--- src/rtl/fdiv_pkg.sv ---
package fdiv_pkg;
  typedef enum logic {PREC_S = 1'b0, PREC_D = 1'b1} prec_e;

  function automatic int unsigned occ_of(prec_e p, int unsigned s, int unsigned d);
    return (p == PREC_D) ? d : s;
  endfunction
endpackage

--- src/rtl/fdiv_occ_ctr.sv ---
module fdiv_occ_ctr
  import fdiv_pkg::*;
#(
  parameter int unsigned SGL_CYC = 18,
  parameter int unsigned DBL_CYC = 30,
  parameter int unsigned CW      = $clog2(DBL_CYC + 1)
) (
  input  logic          clk,
  input  logic          rst,
  input  logic          load,
  input  logic          dbl,
  output logic [CW-1:0] remain,
  output logic          busy,
  output logic          stall
);
  localparam logic [CW-1:0] ONE = CW'(1);

  logic [CW-1:0] cnt_q, cnt_n;
  logic          busy_q, stall_q;

  always_comb begin
    if (load)
      cnt_n = CW'(occ_of(prec_e'(dbl), SGL_CYC, DBL_CYC));
    else if (cnt_q != '0)
      cnt_n = cnt_q - ONE;
    else
      cnt_n = '0;
  end

  always_ff @(posedge clk) begin
    if (rst) begin
      cnt_q   <= '0;
      busy_q  <= 1'b0;
      stall_q <= 1'b0;
    end else begin
      cnt_q   <= cnt_n;
      busy_q  <= (cnt_n != '0);
      stall_q <= (cnt_n == ONE);
    end
  end

  assign remain = cnt_q;
  assign busy   = busy_q;
  assign stall  = stall_q;


  stall_single_chk: assert property (@(posedge clk) disable iff (rst)
    stall |=> !stall);


  busy_match_chk: assert property (@(posedge clk) disable iff (rst)
    busy == (remain != '0));
endmodule

--- src/rtl/fdiv_slot_arb.sv ---
module fdiv_slot_arb #(
  parameter int unsigned CW = 5
) (
  input  logic          clk,
  input  logic          rst,
  input  logic          div_req,
  input  logic          add_req,
  input  logic [CW-1:0] remain,
  input  logic          stall,
  output logic          div_grant,
  output logic          add_grant
);
  logic div_free;

  assign div_free  = (remain <= CW'(1));
  assign div_grant = div_req & div_free;
  assign add_grant = add_req & ~div_grant & ~stall;


  add_block_chk: assert property (@(posedge clk) disable iff (rst)
    stall |-> !add_grant);


  no_busy_grant_chk: assert property (@(posedge clk) disable iff (rst)
    div_grant |-> (remain <= CW'(1)));


  slot_excl_chk: assert property (@(posedge clk) disable iff (rst)
    !(div_grant && add_grant));
endmodule

--- src/rtl/fdiv_issue_ctl.sv ---
module fdiv_issue_ctl #(
  parameter int unsigned SGL_CYC = 18,
  parameter int unsigned DBL_CYC = 30,
  parameter int unsigned CW      = $clog2(DBL_CYC + 1)
) (
  input  logic          clk,
  input  logic          rst,
  input  logic          div_req,
  input  logic          div_dbl,
  input  logic          add_req,
  output logic          div_grant,
  output logic          add_grant,
  output logic          div_busy,
  output logic [CW-1:0] div_remain,
  output logic          issue_stall,
  output logic          wb_from_div,
  output logic          wb_from_add
);
  logic [CW-1:0] remain_w;
  logic          stall_w, busy_w, dgnt_w, agnt_w;

  fdiv_occ_ctr #(.SGL_CYC(SGL_CYC), .DBL_CYC(DBL_CYC), .CW(CW)) u_ctr (
    .clk(clk), .rst(rst), .load(dgnt_w), .dbl(div_dbl),
    .remain(remain_w), .busy(busy_w), .stall(stall_w)
  );

  fdiv_slot_arb #(.CW(CW)) u_arb (
    .clk(clk), .rst(rst), .div_req(div_req), .add_req(add_req),
    .remain(remain_w), .stall(stall_w),
    .div_grant(dgnt_w), .add_grant(agnt_w)
  );

  assign div_grant   = dgnt_w;
  assign add_grant   = agnt_w;
  assign div_busy    = busy_w;
  assign div_remain  = remain_w;
  assign issue_stall = stall_w;
  assign wb_from_div = stall_w;
  assign wb_from_add = agnt_w;


  load_val_chk: assert property (@(posedge clk) disable iff (rst)
    div_grant |=> div_remain == ($past(div_dbl) ? CW'(DBL_CYC) : CW'(SGL_CYC)));


  countdown_chk: assert property (@(posedge clk) disable iff (rst)
    (div_remain != '0 && !div_grant) |=> div_remain == $past(div_remain) - CW'(1));


  stall_at_one_chk: assert property (@(posedge clk) disable iff (rst)
    issue_stall == (div_remain == CW'(1)));


  wb_excl_chk: assert property (@(posedge clk) disable iff (rst)
    !(wb_from_div && wb_from_add));
endmodule

--- config.mk ---
export PLATFORM = sky130hd
export DESIGN_NAME = fdiv_issue_ctl
export DESIGN_NICKNAME = d
export VERILOG_FILES = /design/src/rtl/fdiv_pkg.sv /design/src/rtl/fdiv_occ_ctr.sv /design/src/rtl/fdiv_slot_arb.sv /design/src/rtl/fdiv_issue_ctl.sv
export SDC_FILE = /design/constraint.sdc
export NUM_CORES = 1
export LEC_CHECK = 0
export ABC_AREA = 1
export BUFFER_PORTS_ARGS = -buffer_cell sky130_fd_sc_hd__buf_4
export CAP_MARGIN = 25
export CORE_AREA = 2 2 39 41
export CTS_CLUSTER_DIAMETER = 50
export CTS_CLUSTER_SIZE = 16
export DETAILED_ROUTE_END_ITERATION = 10
export DIE_AREA = 0 0 41 43
export PLACE_DENSITY_LB_ADDON = 0.25
export RECOVER_POWER = 50
export SLEW_MARGIN = 5
export SYNTH_ARGS = -nofsm -noshare
export SYNTH_HDL_FRONTEND = slang
export SYNTH_HIERARCHICAL = 1
export SYNTH_SLANG_ARGS = --single-unit
--- constraint.sdc ---
create_clock -name clk -period 1.4 [get_ports clk]
set_input_delay 0.07 -clock clk [delete_from_list [all_inputs] [get_ports clk]]
set_output_delay 0.07 -clock clk [all_outputs]
set_load 0.05 [all_outputs]
Word level (Yosys, flattened, before mapping)
Cells that the tools add are included.
- flip-flop bits (word level): 7
- logic and storage cells: 16
- add/subtract/negate cells: 1
- magnitude comparators: 1
- equal/unequal tests: 1
- muxes and demuxes: 3
- bitwise logic cells: 5
- reduce and logical (&&, ||, !) cells: 2
- operators by type and width (cell ; count):
    $mux 5 ; 2
    $reduce_bool 5->1 ; 2
    $eq 5x1->1 const B ; 1
    $le 5x1->1 const B ; 1
    $sub 5x1->5 const B ; 1
    $mux 4 ; 1
    $and 1x1->1 ; 3
    $not 1->1 ; 2

Longest topological paths before layout
Gate-level depths: netlist (run 1).
- word-level depth: 5
- gate-level depth with buffers: 10

Hierarchy
The synthesis (run 1) kept the hierarchy.
- modules (own cells, without submodules) (module ; instances ; cells each ; area each (um^2) ; seq. area each (um^2)):
    fdiv_occ_ctr ; 1 ; 50 ; 357.8 ; 140.1
    fdiv_slot_arb ; 1 ; 8 ; 31.3 ; 0.0
    fdiv_issue_ctl ; 1 ; 2 ; 15.0 ; 0.0

Worst setup path before layout (run 1)
OpenSTA, ideal clock, no wires.
- path kind: register to register
- start point: register u_ctr.cnt_q[2], in the netlist u_ctr/remain[2]
- end point: register u_ctr.stall_q, in the netlist u_ctr/stall
- arrival time: 1773 ps
- path slack: -429 ps
- stages on the path, launching flop included: 11
- buffers on the path: 0
- period minus slack after synthesis: 1829 ps
- cell sequence: dfxtp_1 nor2_1 nand3_1 inv_1 bufinv_8 nand2_2 nor2_2 nand2_1 nor2_1 nand2_1 inv_1
- word-level cells in the longest chain between the ends: 4
- elaborated cells on any way between the ends: 7
- classes of those cells: 1 x add/sub; 1 x order compare; 1 x eq/ne; 2 x mux; 1 x bitwise; 1 x reduce/logical
- RTL lines (item ; line ; source):
    from (decl) ; fdiv_occ_ctr.sv:18 ; logic [CW-1:0] cnt_q, cnt_n;
    from (signal assigned) ; fdiv_occ_ctr.sv:36 ; cnt_q <= cnt_n;
    $le 5x1->1 ; fdiv_slot_arb.sv:15 ; assign div_free = (remain <= CW'(1));
    $and 1x1->1 ; fdiv_slot_arb.sv:16 ; assign div_grant = div_req & div_free;
    net div_grant ; fdiv_issue_ctl.sv:11 ; output logic div_grant,
    $mux 5 ; fdiv_occ_ctr.sv:22 ; if (load)
    $eq 5x1->1 ; fdiv_occ_ctr.sv:38 ; stall_q <= (cnt_n == ONE);
    to (signal assigned) ; fdiv_occ_ctr.sv:38 ;
    to (decl) ; fdiv_occ_ctr.sv:19 ; logic busy_q, stall_q;
The timed path passes the listed nets, and every way through them passes these cells.
A chain may end at the register's enable or synchronous reset.

Worst setup path after layout (run 1)
- start point: register u_ctr.cnt_q[2], in the netlist u_ctr/remain[2]
- end point: output port div_grant
- word-level cells in the longest chain between the ends: 2
- RTL lines (item ; line):
    $le 5x1->1 ; fdiv_slot_arb.sv:15
    $and 1x1->1 ; fdiv_slot_arb.sv:16
    to (decl) ; fdiv_issue_ctl.sv:11
No other way between the ends.

==> results.md, run 1 <==
- Status: finished, final reports clean
- Initial antenna violation count: 0
- Layout area overhead: 34.67%
- Layout cell share with drive strength beyond 1: 0.3506
- # rows: 14
- Arr. time, crit path: 1.21 ns
- Max Root-Sink Buffers: 2
- Worst clock skew: 0.006015 ns
- Crit start category: flip-flop
- Most common cell in the synthesized netlist: nand2_1
- IO Pins: 16
- Final Setup Violations: 0
- # placed instances: 89
- FF/Latch Area: 156.4 um2
- Yosys cell types: 13
- Die Y: 43 um
- DP HPWL: 662.7 um
- Slew Viols, Final: 0
- Crit Path Category: reg2out
- Hold Startpoint: rst
- CP required: 1.33 ns
- Worst R2R End: u_ctr/busy
- Hold WC Path Type: in2reg
- Die Width: 41 um
- Slew HR: 0.5955
- Async set-reset flop share out of synthesis: 0
- Num Clock Sinks: 7
- Prevailing post-synth register cell: dfxtp_1
- Pin count of the biggest net entering global routing: 7
- Synth top area cells: dfxtp_1 (35%), nand2_1 (13%), inv_1 (11%)
- Setup TNS: 0 ns
- Fmax: 779.3 MHz
- Synth top area share: 0.3467
- Period utilisation layout: 0.9166
- GRT Residual Overflow: 0
- Root Driver: clkbuf_4
- Via density per instance: 4.215
- Setup crit end kind: output pin
- Vias in the first global route: 314
- Mapped Cells: 60
- Multi-input gate area: 195.2 um2
- Fin nets: 84
- Measured slew at the worst slew-check pin: 0.6094 ns
- Port buffer count: 15
- Synthesized Nets: 66
- Mean Syn Cell Area: 6.736 um2
- Later-pin clock latency in the skew report: 0.25 ns
- N_diodes: 0
- H-tree Lvls: 1
- Synth cell count leaders: nand2_1 (14), inv_1 (12), dfxtp_1 (7), nor2_1 (7), a21oi_1 (5)
- Clock slew seen by the registers of the worst setup and hold paths: 0.05 ns
- Yosys warns: 6
- Die area: 1763 um2
- Seq/Total Area, Yosys: 0.3467
- Post-CTS Hold Buffers: 0
- Final WL: 824 um
- DR pass1 iterations: 4
- Worst Hold Path EP: u_ctr/remain[2]
- Core area: 1384 um2
- All-Layer GR Usage: 0.1084
- CP max FO: 6
- Reg2Reg Depth: 9
- Synth Register Bits: 7
- RSZ-0062 raised after global routing: false
- Fin. Hold Viols: 0
- WHS Path Cells: 2
- Average wire per standard cell: 8.860 um
- Setup Fix Bufs, Post-CTS: 0
- Via count: 392
- Number of fillers in the final layout: 173
- Fin crit period: 1.283 ns
- R2r setup slk: 0.15 ns
- Initial core utilization: 0.2920
- Reg2reg start: u_ctr/remain[0]
- Post-route ant nets: 0
- Cell Area, Synth: 404.1 um2
- Global placer's final weighted congestion: 0.7458
- CTS tree: yes
- First-pass GRT wire length: 1.255 mm
- Inserted Clock Buffers: 3
- Largest area contributor in the netlist: dfxtp_1
- WHS: 0.01387 ns
- DRC Markers: 0
- Max cap viols: 0
- Initial drt markers: 9
- Number of flops mapped to enable cells by yosys: 0
- Fin cells: 93
==> registers in the layout, indices dropped and copies added, names as in the netlist <==
| register | flops |
|---|---|
| u_ctr/remain | 5 |
| u_ctr/busy | 1 |
| u_ctr/stall | 1 |
==> worst max path at each step <==
| stage | depth (start not counted) | end | start |
|---|---|---|---|
| 6_report | 4 | div_grant | u_ctr/remain[2] |
| 4_1_cts | 4 | div_grant | u_ctr/remain[2] |
| 3_3_place_gp | 8 | u_ctr/busy | u_ctr/remain[1] |
| 5_1_grt | 9 | u_ctr/busy | u_ctr/remain[0] |
| 2_1_floorplan | 10 | u_ctr/stall | u_ctr/remain[2] |
| 3_5_place_dp | 10 | u_ctr/stall | u_ctr/remain[2] |
==> cell type report <==
class | instances | area share
clock buffer | 4 | 0.04828
inverter | 14 | 0.1172
multi-input combinational | 37 | 0.3586
sequential | 7 | 0.2874
tap | 16 | 0.03678
timing repair buffer | 15 | 0.1517
==> metrics by stage <==
stage | cell area [um2] | utilization | setup slack [ns]
4_1_cts | 566.8 | 0.4096 | 0.06243
6_report | 544.3 | 0.3933 | 0.1168
5_1_grt | 544.3 | 0.3933 | 0.004005
3_3_place_gp | 540.5 | 0.3906 | 0.1178
2_1_floorplan | 422.9 | - | -0.1434
3_5_place_dp | 540.5 | 0.3906 | 0.1103
==> cells by family after synthesis <==
group / after synthesis / share of synthesized area
AND/OR/NAND/NOR: 31 / 0.3591
buffers and inverters: 16 / 0.2012
flip-flops: 7 / 0.3467
AO/OA/AOI/OAI: 5 / 0.06191
adder cells (fa/ha/maj): 1 / 0.03095
==> metal layers <==
metal  track usage  vias to the layer above  part of all wire
li1              -                      211                 -
met1        0.1543                      172              0.49
met2        0.1219                        9              0.46
met3       0.04712                        0             0.055
met4       0.08000                        0                 0
met5             0                        -                 0
==> cell usage in the layout (no fill, tap or decap) <==
cell type   count
nand2_4         1
inv_1          11
nand3_2         3
ha_2            1
clkinvlp_4      1
inv_2           1
inv_8           1
buf_4           7
dfxtp_2         1
nand2_1        14
dfxtp_4         4
nor2_2          4
a21oi_1         5
nor2_1          7
dfxtp_1         2
nand3_1         2
clkbuf_4        3
clkbuf_1        9
==> repair_timing <==
| item | 4_1_cts | 5_1_grt |
|---|---|---|
| endpoints found under the setup margin | 0 | 3 |
| hold endpoints to repair | 0 | 0 |
| gates resized for setup | 0 | 2 |
==> worst max-delay path: stages (launching register included) <==
cell	delay, ns
dfxtp_4	0.36
nor2_1	0.12
nand3_2	0.12
clkinvlp_4	0.15
buf_4	0.21
Power of run 1 is left out: the tool's default activity adds up to more than one toggle a clock period on the data nets, which glitch-free logic cannot reach.
==> run 2: changes to the inputs <==
- clock period: 1.4 -> 1.7 ns (I/O delays scaled with it)
==> run 2 against run 1 <==
  * Final cell count stayed put
  * Clock skew is 0.0041 ns higher
  * Flip-flop and latch count stayed put
  * Critical path type is now reg2reg
  * Highest routed layer unchanged
==> results.md, run 2 (synthesis results as in run 1) <==
- Status: finished, final reports clean
- Post-route ant nets: 0 (unchanged)
- Slew Viols, Final: 0 (unchanged)
- Fin crit period: 1.392 ns
- IO Pins: 16 (unchanged)
- CP required: 1.90 ns (+0.57 ns)
- Initial drt markers: 5 (-4)
- Setup TNS: 0 ns (unchanged)
- Slowest CP cell: dfxtp_4
- Number of fillers in the final layout: 162 (-6.4%)
- N_diodes: 0 (unchanged)
- First-pass GRT wire length: 1.124 mm (-10%)
- Max Root-Sink Buffers: 2 (unchanged)
- Post_cts resized: 0 (unchanged)
- DP HPWL: 623.7 um (-5.9%)
- Dpl cell area: 535.5 um2 (-0.93%)
- Num Clock Sinks: 7 (unchanged)
- Max cap viols: 0 (unchanged)
- Largest Register: u_ctr/remain
- RSZ-0062 raised after global routing: false
- Slew HR: 0.6052 (+0.009691)
- Layout area overhead: 30.96%
- DRC Markers: 0 (unchanged)
- Die Y: 43 um (unchanged)
- Later-pin clock latency in the skew report: 0.25 ns (about the same)
- Most common cell after layout, fill and taps aside: nand2_1
- Initial core utilization: 0.2920 (unchanged)
- Initial antenna violation count: 0 (unchanged)
- Setup Fix Bufs, Post-CTS: 0 (unchanged)
- Fin. Hold Viols: 0 (unchanged)
- Core area: 1384 um2 (unchanged)
- Post-CTS Hold Buffers: 0 (unchanged)
- GRT Residual Overflow: 0 (unchanged)
- Final Setup Violations: 0 (unchanged)
- Vias in the first global route: 307 (-2.2%)
- Global placer's final weighted congestion: 0.7020 (-5.9%)
- Via density per instance: 4.043 (-4.1%)
- All-Layer GR Usage: 0.09639 (-0.01205)
- Family with the most delay on the worst path: simple AND/OR/NAND/NOR gates
- Die Width: 41 um (unchanged)
- # rows: 14 (unchanged)
- CP max FO: 6 (unchanged)
- Number of flip-flops in the largest register: 5 (unchanged)
- Port buffer count: 15 (unchanged)
- Measured slew at the worst slew-check pin: 0.5948 ns (-0.01460 ns)
- CTS tree: yes
- Layout cell share with drive strength beyond 1: 0.3117 (-0.03896)
- Clock slew seen by the registers of the worst setup and hold paths: 0.06 ns (about the same)
- Commonest non-fill, non-tap cells in the layout: nand2_1 (14), inv_1 (11), clkbuf_1 (9)
- CP cell instances: nor2_1 -> nand3_1 -> clkinvlp_2 -> bufinv_8 -> nand2_2 -> nor2_2 -> nand2_1 -> nor2_1 -> nand2_1 -> inv_1
- Final WL: 784 um (-4.9%)
- Inserted Clock Buffers: 3 (unchanged)
- Die area: 1763 um2 (unchanged)
- Fmax: 718.5 MHz
- Root Driver: clkbuf_4
- Via count: 376 (-4.1%)
- Pin count of the biggest net entering global routing: 7 (unchanged)
- WP buf/inv: 3 (+1)
- Worst clock skew: 0.01013 ns (+0.004111 ns)
- Max stage delay on crit path: 0.37 ns (about the same)
- Period utilisation layout: 0.8187
- DR pass1 iterations: 4 (unchanged)
- H-tree Lvls: 1 (unchanged)
- Arr. time, crit path: 1.59 ns (+0.38 ns)
- Setup crit end kind: flip-flop
- Crit start category: flip-flop
- Hold WC Path Type: in2reg
- Final instance area: 529.3 um2 (-2.8%)
- Fin nets: 84 (unchanged)
- Crit Path Category: reg2reg
- Average wire per standard cell: 8.430 um (-4.9%)
[run 2: layer usage]
| metal | share of wire | vias to the layer above | track usage | routed length (um) |
|---|---|---|---|---|
| met5 | 0 | - | 0 | 0 |
| met2 | 0.46 | 7 | 0.1313 | 360 |
| met4 | 0 | 0 | 0.08000 | 0 |
| met1 | 0.49 | 158 | 0.1254 | 385 |
| met3 | 0.047 | 0 | 0.01571 | 37 |
| li1 | - | 211 | - | - |
[run 2: worst paths after layout]
| kind | start | to | slack [ns] | depth (start not counted) |
|---|---|---|---|---|
| max | u_ctr/remain[2] | u_ctr/stall | 0.31 | 10 |
| min | rst | u_ctr/remain[2] | 0.03 | 2 |
| max reg2reg | u_ctr/remain[2] | u_ctr/stall | 0.31 | 10 |
| min reg2reg | u_ctr/remain[4] | u_ctr/remain[4] | 0.54 | 2 |
[run 2: final cells by class]
type                       count  area, um2  area share
inverter                      14      67.56      0.1277
clock buffer                   4      26.28     0.04965
tap                           16      20.02     0.03783
timing repair buffer          15      82.58      0.1560
multi-input combinational     37      182.7      0.3452
sequential                     7      150.1      0.2837
[run 2: worst register-to-register path: stages (launching register included)]
cell        delay (ns)
dfxtp_4           0.37
nor2_1            0.05
nand3_1           0.11
clkinvlp_2        0.16
bufinv_8          0.23
nand2_2           0.06
nor2_2            0.10
nand2_1           0.07
nor2_1            0.09
nand2_1           0.05
inv_1             0.04
[run 2: through the flow]
step / worst slack [ns] / utilization / hold slack (ns) / cells
after floorplan: 0.006776 / - / 0.1444 / 60
after global placement: 0.3122 / 0.3870 / 0.2918 / 89
after detailed placement: 0.3205 / 0.3870 / 0.2936 / 89
after CTS: 0.2993 / 0.4060 / 0.02418 / 93
after global routing: 0.1727 / 0.3825 / 0.03742 / 93
final: 0.3082 / 0.3825 / 0.02530 / 93
Power of run 2 is left out for the same reason.
